`config.mk`:
```
export PLATFORM = sky130hd
export DESIGN_NAME = irp_pacer_top
export DESIGN_NICKNAME = d
export VERILOG_FILES = /design/src/rtl/irp_pkg.sv /design/src/rtl/irp_decode.sv /design/src/rtl/irp_channel.sv /design/src/rtl/irp_rdmux.sv /design/src/rtl/irp_pacer_top.sv
export SDC_FILE = /design/constraint.sdc
export NUM_CORES = 2
export LEC_CHECK = 0
export BUFFER_PORTS_ARGS = -buffer_cell sky130_fd_sc_hd__buf_4
export CAP_MARGIN = 5
export CELL_PAD_IN_SITES_DETAIL_PLACEMENT = 0
export CELL_PAD_IN_SITES_GLOBAL_PLACEMENT = 1
export CORE_MARGIN = 5
export CORE_UTILIZATION = 51
export CTS_BUF_LIST = sky130_fd_sc_hd__clkbuf_2
export DETAILED_ROUTE_END_ITERATION = 7
export PLACE_DENSITY_LB_ADDON = 0.2
export REMOVE_ABC_BUFFERS = 1
export SYNTH_ARGS = -nofsm -noshare
export SYNTH_HDL_FRONTEND = slang
export SYNTH_SLANG_ARGS = --single-unit
```
`constraint.sdc`:
```
create_clock -name clk -period 7.4 [get_ports clk]
set_clock_uncertainty 0.1 [all_clocks]
set_input_delay 1.11 -clock clk [delete_from_list [all_inputs] [get_ports clk]]
set_output_delay 1.11 -clock clk [all_outputs]
set_load 0.05 [all_outputs]
```
`src/rtl/irp_pkg.sv`:
```
package irp_pkg;

    localparam int CNT_W  = 32;
    localparam int ADDR_W = 16;

    typedef logic [CNT_W-1:0]  cnt_t;
    typedef logic [ADDR_W-1:0] addr_t;

    // Pacer phase: counting down, expired and waiting to fire, or fired.
    typedef enum logic [1:0] {
        PC_ARMED = 2'd0,
        PC_COUNT = 2'd1,
        PC_SPENT = 2'd2
    } pc_state_e;

    // One register-bus access as seen by the block.
    typedef struct packed {
        logic  wr;
        logic  rd;
        addr_t addr;
        cnt_t  data;
    } bus_req_t;

    // Per-channel load command.
    typedef struct packed {
        logic load;
        cnt_t value;
    } load_cmd_t;

    // True when addr selects a word-aligned slot in [base, base + 4*n_ch).
    function automatic logic slot_hit(input addr_t addr, input addr_t base, input int n_ch);
        addr_t off;
        off = addr - base;
        return (addr >= base) && (off[1:0] == 2'b00) && (int'(off >> 2) < n_ch);
    endfunction

    // Slot number of an address; only meaningful when slot_hit is true.
    function automatic int slot_num(input addr_t addr, input addr_t base);
        addr_t off;
        off = addr - base;
        return int'(off >> 2);
    endfunction

endpackage

```
`src/rtl/irp_decode.sv`:
```
module irp_decode
    import irp_pkg::*;
#(
    parameter int    NUM_CH    = 8,
    parameter addr_t BASE_ADDR = 16'h0320,
    localparam int   IDX_W     = (NUM_CH > 1) ? $clog2(NUM_CH) : 1
) (
    input  logic              wr,
    input  logic              rd,
    input  addr_t             addr,
    output logic [NUM_CH-1:0] wr_sel,
    output logic              rd_hit,
    output logic [IDX_W-1:0]  rd_idx
);

    logic             hit;
    logic [IDX_W-1:0] idx;

    always_comb begin
        hit = slot_hit(addr, BASE_ADDR, NUM_CH);
        idx = hit ? IDX_W'(slot_num(addr, BASE_ADDR)) : '0;
    end

    for (genvar g = 0; g < NUM_CH; g++) begin : g_sel
        assign wr_sel[g] = wr && hit && (idx == IDX_W'(g));
    end

    assign rd_hit = rd && hit;
    assign rd_idx = idx;

endmodule

```
`src/rtl/irp_channel.sv`:
```
module irp_channel
    import irp_pkg::*;
#(
    parameter int PEND_W = 8
) (
    input  logic              clk,
    input  logic              rst,
    input  load_cmd_t         cmd,
    input  logic [PEND_W-1:0] pend,
    output cnt_t              shadow,
    output logic              irq
);

    pc_state_e state_q;
    cnt_t      cnt_q;
    cnt_t      shadow_q;
    logic      irq_q;
    logic      pend_any;

    assign pend_any = |pend;

    always_ff @(posedge clk) begin
        if (rst) begin
            state_q  <= PC_ARMED;
            cnt_q    <= '0;
            shadow_q <= '0;
            irq_q    <= 1'b0;
        end else if (cmd.load) begin
            // A write always wins: any pulse due at this edge is dropped.
            shadow_q <= cmd.value;
            cnt_q    <= cmd.value;
            state_q  <= (cmd.value == '0) ? PC_ARMED : PC_COUNT;
            irq_q    <= 1'b0;
        end else begin
            irq_q <= 1'b0;
            unique case (state_q)
                PC_COUNT: begin
                    cnt_q <= cnt_q - 1'b1;
                    if (cnt_q == cnt_t'(1)) begin
                        state_q <= PC_ARMED;
                    end
                end
                PC_ARMED: begin
                    if (pend_any) begin
                        irq_q   <= 1'b1;
                        state_q <= PC_SPENT;
                    end
                end
                PC_SPENT: begin
                    state_q <= PC_SPENT;
                end
                default: begin
                    state_q <= PC_SPENT;
                end
            endcase
        end
    end

    assign shadow = shadow_q;
    assign irq    = irq_q;

endmodule

```
`src/rtl/irp_rdmux.sv`:
```
module irp_rdmux
    import irp_pkg::*;
#(
    parameter int  NUM_CH = 8,
    localparam int IDX_W  = (NUM_CH > 1) ? $clog2(NUM_CH) : 1
) (
    input  logic             clk,
    input  logic             rst,
    input  logic             rd,
    input  logic             hit,
    input  logic [IDX_W-1:0] idx,
    input  cnt_t             values [NUM_CH],
    output cnt_t             rdata
);

    cnt_t rdata_q;

    always_ff @(posedge clk) begin
        if (rst) begin
            rdata_q <= '0;
        end else if (rd) begin
            rdata_q <= hit ? values[idx] : '0;
        end
    end

    assign rdata = rdata_q;

endmodule

```
`src/rtl/irp_pacer_top.sv`:
```
module irp_pacer_top
    import irp_pkg::*;
#(
    parameter int    NUM_CH    = 8,
    parameter int    PEND_W    = 8,
    parameter addr_t BASE_ADDR = 16'h0320
) (
    input  logic                     clk,
    input  logic                     rst,
    input  logic                     wr_en_i,
    input  logic                     rd_en_i,
    input  logic [15:0]              addr_i,
    input  logic [31:0]              wdata_i,
    output logic [31:0]              rdata_o,
    input  logic [NUM_CH*PEND_W-1:0] pend_i,
    output logic [NUM_CH-1:0]        irq_o
);

    localparam int IDX_W = (NUM_CH > 1) ? $clog2(NUM_CH) : 1;

    bus_req_t          req;
    logic [NUM_CH-1:0] wr_sel;
    logic              rd_hit;
    logic [IDX_W-1:0]  rd_idx;
    cnt_t              shadows [NUM_CH];

    always_comb begin
        req.wr   = wr_en_i;
        req.rd   = rd_en_i;
        req.addr = addr_i;
        req.data = wdata_i;
    end

    irp_decode #(.NUM_CH(NUM_CH), .BASE_ADDR(BASE_ADDR)) u_decode (
        .wr     (req.wr),
        .rd     (req.rd),
        .addr   (req.addr),
        .wr_sel (wr_sel),
        .rd_hit (rd_hit),
        .rd_idx (rd_idx)
    );

    for (genvar g = 0; g < NUM_CH; g++) begin : g_ch
        load_cmd_t cmd;
        assign cmd.load  = wr_sel[g];
        assign cmd.value = req.data;

        irp_channel #(.PEND_W(PEND_W)) u_ch (
            .clk    (clk),
            .rst    (rst),
            .cmd    (cmd),
            .pend   (pend_i[g*PEND_W +: PEND_W]),
            .shadow (shadows[g]),
            .irq    (irq_o[g])
        );
    end

    irp_rdmux #(.NUM_CH(NUM_CH)) u_rdmux (
        .clk    (clk),
        .rst    (rst),
        .rd     (req.rd),
        .hit    (rd_hit),
        .idx    (rd_idx),
        .values (shadows),
        .rdata  (rdata_o)
    );

endmodule

```
-- After elaboration in Yosys (flattened, before gate mapping)
Cells that the tools add are included.
- $add $sub $neg: 9
- multipliers: 0
- bitwise operators: 9
- order comparisons: 3
- shifts and indexed selects: 0
- equal/unequal tests: 39
- divide/modulo/power cells: 0
- multiplexer cells: 62
- reduce and logical (&&, ||, !) cells: 55
- operator list (kind ; number):
    $mux 32 ; 19
    $eq 32x1->1 const B ; 8
    $sub 32x1->32 const B ; 8
    $bmux 32 s3 ; 1
    $reduce_or 8->1 ; 8
    $mux 2 ; 24
    $ne 3x2->1 const B ; 16
    $logic_not 32->1 ; 1
    $pmux 2 s2 ; 8
    $reduce_or 3->1 ; 8
    $logic_not 2->1 ; 9
    $eq 2x1->1 const B ; 8
    $ge 16x10->1 const B ; 1
    $reduce_and 2->1 ; 8
    $reduce_bool 2->1 ; 8
    $sub 16x10->16 const B ; 1
    $lt 14x4->1 const B ; 1
    $eq 3x3->1 const B ; 4
    $logic_and 1x1->1 ; 12
    $mux 1 ; 9
    $not 1->1 ; 8
    $eq 3x2->1 const B ; 2
    $ge 4x4->1 const B ; 1
    $not 3->4 ; 1
    other kinds (3) ; 3
- output and inout port bits: 40
- input bits: 116
- register bits after elaboration: 568
- latch bits: 0
- memories: 0
- logic and storage cells: 210
- bits in read-only memories: 0
- bits in writable memories: 0

-- Longest topological paths before layout
- word-level depth: 10
- gate-level depth with buffers: 12
- mapped depth without buffers: 9

-- By module
A second synthesis with hierarchy kept.
- cell total of the unflattened synthesis: 3251
- area, all modules: 29239.3 µm²
- modules (own cells, without submodules) (module ; times used ; area an instance (µm²) ; cells an instance):
    irp_channel ; 8 ; 3193.1 ; 360
    irp_rdmux ; 1 ; 3294.4 ; 326
    irp_decode ; 1 ; 400.4 ; 45

-- Least setup slack after synthesis
OpenSTA, ideal clock, no wires.
- path type: input to register
- from: input addr_i[5]
- to: register g_ch[6].u_ch.cnt_q[21]
- path buffers: 3
- data required time: 7157 ps
- data arrival time: 3456 ps
- setup slack: 3700 ps
- stages on the path: 11
- path through: inv_1 -> ha_1 -> and4bb_1 -> or4b_1 -> or4_1 -> buf_2 -> or3_1 -> buf_2 -> buf_2 -> nor2_1 -> a211oi_2
- longest elaborated chain between the ends: 7
- RTL lines (item ; RTL line ; source):
    from (decl) ; irp_pacer_top.sv:12 ; input logic [15:0] addr_i,
    $sub 16x10->16 / $ge 16x10->1 (equally long branches) ; - ;
    $lt 14x4->1 / $logic_and 1x1->1 (equally long branches) ; irp_pkg.sv:34 ; return (addr >= base) && (off[1:0] == 2'b00) && (int'(off >> 2) < n_ch);
    $logic_and 1x1->1 (*) ; irp_pkg.sv:34 ;
    $mux 3 ; irp_decode.sv:21 ; idx = hit ? IDX_W'(slot_num(addr, BASE_ADDR)) : '0;
    $eq 3x3->1 ; irp_decode.sv:25 ; assign wr_sel[g] = wr && hit && (idx == IDX_W'(g));
    $logic_and 1x1->1 (*) ; irp_decode.sv:25 ;
    $mux 32 / $reduce_bool 2->1 (equally long branches) ; - ;
    to (signal assigned) ; irp_channel.sv:31 ; cnt_q <= cmd.value;
    to (signal assigned) ; irp_channel.sv:38 ; cnt_q <= cnt_q - 1'b1;
    to (decl) ; irp_channel.sv:15 ; cnt_t cnt_q;
Mark *: on every way between the ends. The rest lies on a longest branch, timed or not.
A chain may end at the register's enable or synchronous reset.

-- Worst setup path after layout
- from: input addr_i[6]
- to: register g_ch[6].u_ch.cnt_q[27]
Same word-level chain as after synthesis.

==> summary.md <==
| Metric | Value |
|---|---|
| Post-DP HPWL | `~60000 µm` |
| Max Slew Vio Count | `0` |
| Drt first pass iters | `5` |
| Die width | `about 240 µm` |
| Placed Area | `between 0.02 and 0.03 mm²` |
| Asr flop ratio synth | `0%` |
| Rows | `83` |
| Static leakage | `between 10 and 15 nW` |
| Root buf cell | `clkbuf_2` |
| Starting density of the core | `51.3%` |
| Worst endpoint data arrival time | `approximately 4.5 ns` |
| Worst VDD drop | `0.114 mV` |
| Synth Register Bits | `568` |
| Crit path time final | `3.44 ns` |
| Grt ovf | `0` |
| Share of cells above drive strength 1 | `a little over an eighth` |
| CP Capture Type | `register` |
| Antenna violations before repair | `4` |
| Unrepaired setup endpoints after global routing | `false` |
| Critical Path RT | `8.42 ns` |
| Sw frac | `27.8%` |
| P&R area growth vs syn | `11.6%` |
| Post-synthesis sequential area ratio | `43.3%` |
| Via density | `roughly 6` |
| Resized cells post-CTS | `0` |
| Outcome | `finished, final reports clean` |
| Number of synthesized flops with an enable pin | `0` |
| Post-Synthesis Cell Area | `0.0263 mm²` |
| Die Span Y | `about 240 µm` |
| Crit path max fanout | `54` |
| PwrDens | `just under 200 mW/mm²` |
| CTS Sinks | `568` |
| Max Clock Freq | `about 0.29 GHz` |
| Non-filler cells, final | `4252` |
| Clk_lat worst skew | `about 1.4 ns` |
| Vias | `25.3k` |
| Longest Clk Path Bufs | `3` |
| Crit share post-route | `46.5%` |
| Synth cell types | `roughly 70` |
| Syn Inst Count | `3347` |
| Vias in the first global route | `between 20k and 25k` |
| Startpoint types | `input port` |
| Internal power | `4.07 mW` |
| Worst Max-Slew Pin Slew | `1.23 ns` |
| WL per Instance | `roughly 22 µm` |
| DRT iter0 DRCs | `between 2k and 3k` |
| Largest area contributor in the netlist | `dfxtp_1` |
| Fin nets | `about 3.6k` |
| Syn_area_per_cell | `slightly below 8 µm²` |
| Tot GR Track Use | `31.9%` |
| HP Class | `in2reg` |
| CTS tree | `done` |
| Placed cell count | `3960` |
| Logic pwr share | `approximately 5.7%` |
| Final WL | `between 90000 and 100000 µm` |
| Synth warn | `0` |
| Top post-synthesis cells by area | `dfxtp_1 43%, nand2_1 11%, a21oi_1 9.8%, xor2_1 4.5%, nor2_1 3.4%` |
| Fin Setup TNS | `0 ns` |
| Post-layout power | `between 5 and 6 mW` |
| Crit Path Category | `in2reg` |
| Area of the core | `0.0512 mm²` |
| Number of top-level pins | `between 150 and 200` |
| Main synth FF type | `dfxtp_1` |
| Post-route DRC | `0` |
| Final hold vios | `0` |
| Flop pwr share | `between 50% and 60%` |
| ANT nets after route | `0` |
| Clock Power Share | `40.0%` |
| Final Wtd Congestion | `0.899` |
| Yosys top cell area share | `a little over two fifths` |
| Setup violations, final | `0` |
| Max Cap Viol | `0` |
| Input/output buffers | `between 150 and 200` |
| Die Area | `~0.056 mm²` |
| Relative slew margins | `between 10% and 20%` |
| P_sw | `1.56 mW` |
| Pin count of the biggest net entering global routing | `177` |
| Reg clk slew, reported paths | `0.10 ns` |
| Cts bufs inserted | `approximately 150` |
| First-pass GRT wire length | `between 100000 and 150000 µm` |
| H-tree depth | `4` |
| Fin area | `between 0.02 and 0.03 mm²` |
## cells by family (layout without fill, tap and decap cells)
family	count (synthesis)	count (layout)	share of synthesized area [%]
flops	568	568	43.3
compound gates	753	753	16.9
other cells	0	2	0
mux	64	64	2.49
simple gates	1449	1449	25.0
buf+inv	276	499	4.21
fa+ha+maj	17	17	0.810
xor+xnor	220	220	7.34
## what timing repair did
item                                   in CTS  in global routing
hold buffers                               38                  0
endpoints found under the hold margin     214                  0
setup buffers                               0                  0
## path summary, 6_finish.rpt
check,start,end,slack [ns],depth (start not counted)
hold / removal,wdata_i[30],g_ch[4].u_ch.shadow[30],0.15,3
hold reg to reg,g_ch[4].u_ch.state_q[1],g_ch[4].u_ch.irq,0.34,1
setup / recovery,addr_i[6],g_ch[6].u_ch.cnt_q[27],3.96,9
setup reg to reg,g_ch[0].u_ch.cnt_q[2],g_ch[0].u_ch.cnt_q[30],4.24,6
## flip-flops by register name, indices dropped and copies added (netlist names)
name and flops:
g_ch.u_ch.shadow 256, u_rdmux.rdata 32, g_ch.u_ch.state_q 16, g_ch.u_ch.cnt_q 256, g_ch.u_ch.irq 8
## synthesized netlist by cell type (5+ instances only)
cell type,instances
nor3b_1,7
xnor2_1,85
nand2b_1,14
or4_1,23
buf_1,25
nor2_1,240
clkbuf_1,195
nor3_2,6
nor3_1,119
o211ai_1,5
o21ai_0,48
ha_1,17
dfxtp_1,568
nor2b_1,19
buf_2,19
a211oi_2,10
or2_2,15
a31oi_1,5
o221ai_1,55
o31a_1,8
nand3_1,28
nor4b_1,8
a21oi_1,512
nand3b_1,8
nor4_1,78
or3_1,45
a22o_1,31
inv_1,25
nand4_1,18
a211oi_1,53
nand4b_1,8
xor2_1,135
nand2_1,787
mux2i_1,62
buf_4,8
## metrics by stage
step,hold slack [ns],setup slack [ns],utilization [%]
after floorplan,0.312,1.20,-
final,0.149,3.96,57.2
after global routing,0.0284,3.90,57.2
after global placement,0.323,2.79,53.9
after detailed placement,0.344,2.72,53.9
after CTS,0.0000453,4.03,57.2
## power by group through the flow
stage | sequential (mW) | combinational (mW) | clock [mW]
detailed placement | 3.13 | 0.300 | 0
finish | 3.06 | 0.323 | 2.25
CTS | 3.06 | 0.316 | 2.30
global route | 3.06 | 0.330 | 2.45
floorplan | 3.14 | 0.0526 | 0
global placement | 3.13 | 0.300 | 0
## layout make-up
type	instances	area [µm²]
fill	4886	21900
sequential	568	11400
clock inverter	31	230
inverter	26	97.6
timing repair buffer	221	1770
antenna	2	5.00
multi-input combinational	2503	13900
tap	680	851
clock buffer	221	1110
## critical path: stages
cell and delay [ns]:
buf_4 0.10, inv_1 0.04, ha_1 0.26, and4bb_1 0.25
or4b_1 0.46, or4_1 0.73, or3_2 1.06, nor2_1 0.33
a211oi_2 0.07
## metal layers
layer	GRT usage [%]	vias up	share of wire (%)
met5	0	-	0.014
li1	-	11900	-
met3	7.54	208	9.4
met1	43.7	12000	43
met2	48.0	1203	44
met4	13.8	2	4.1
## layout by cell type (no fill, tap or decap), drive strengths merged, types with 48 or more instances in the layout
cell type  instances
mux2i             62
nor4              84
nand2            787
a21oi            512
xor2             135
clkbuf           221
xnor2             85
o21ai             48
a211oi            63
nor3             125
dfxtp            568
buf              183
o221ai            55
nor2             241
Note: power is estimated with default switching activity, not from simulation.
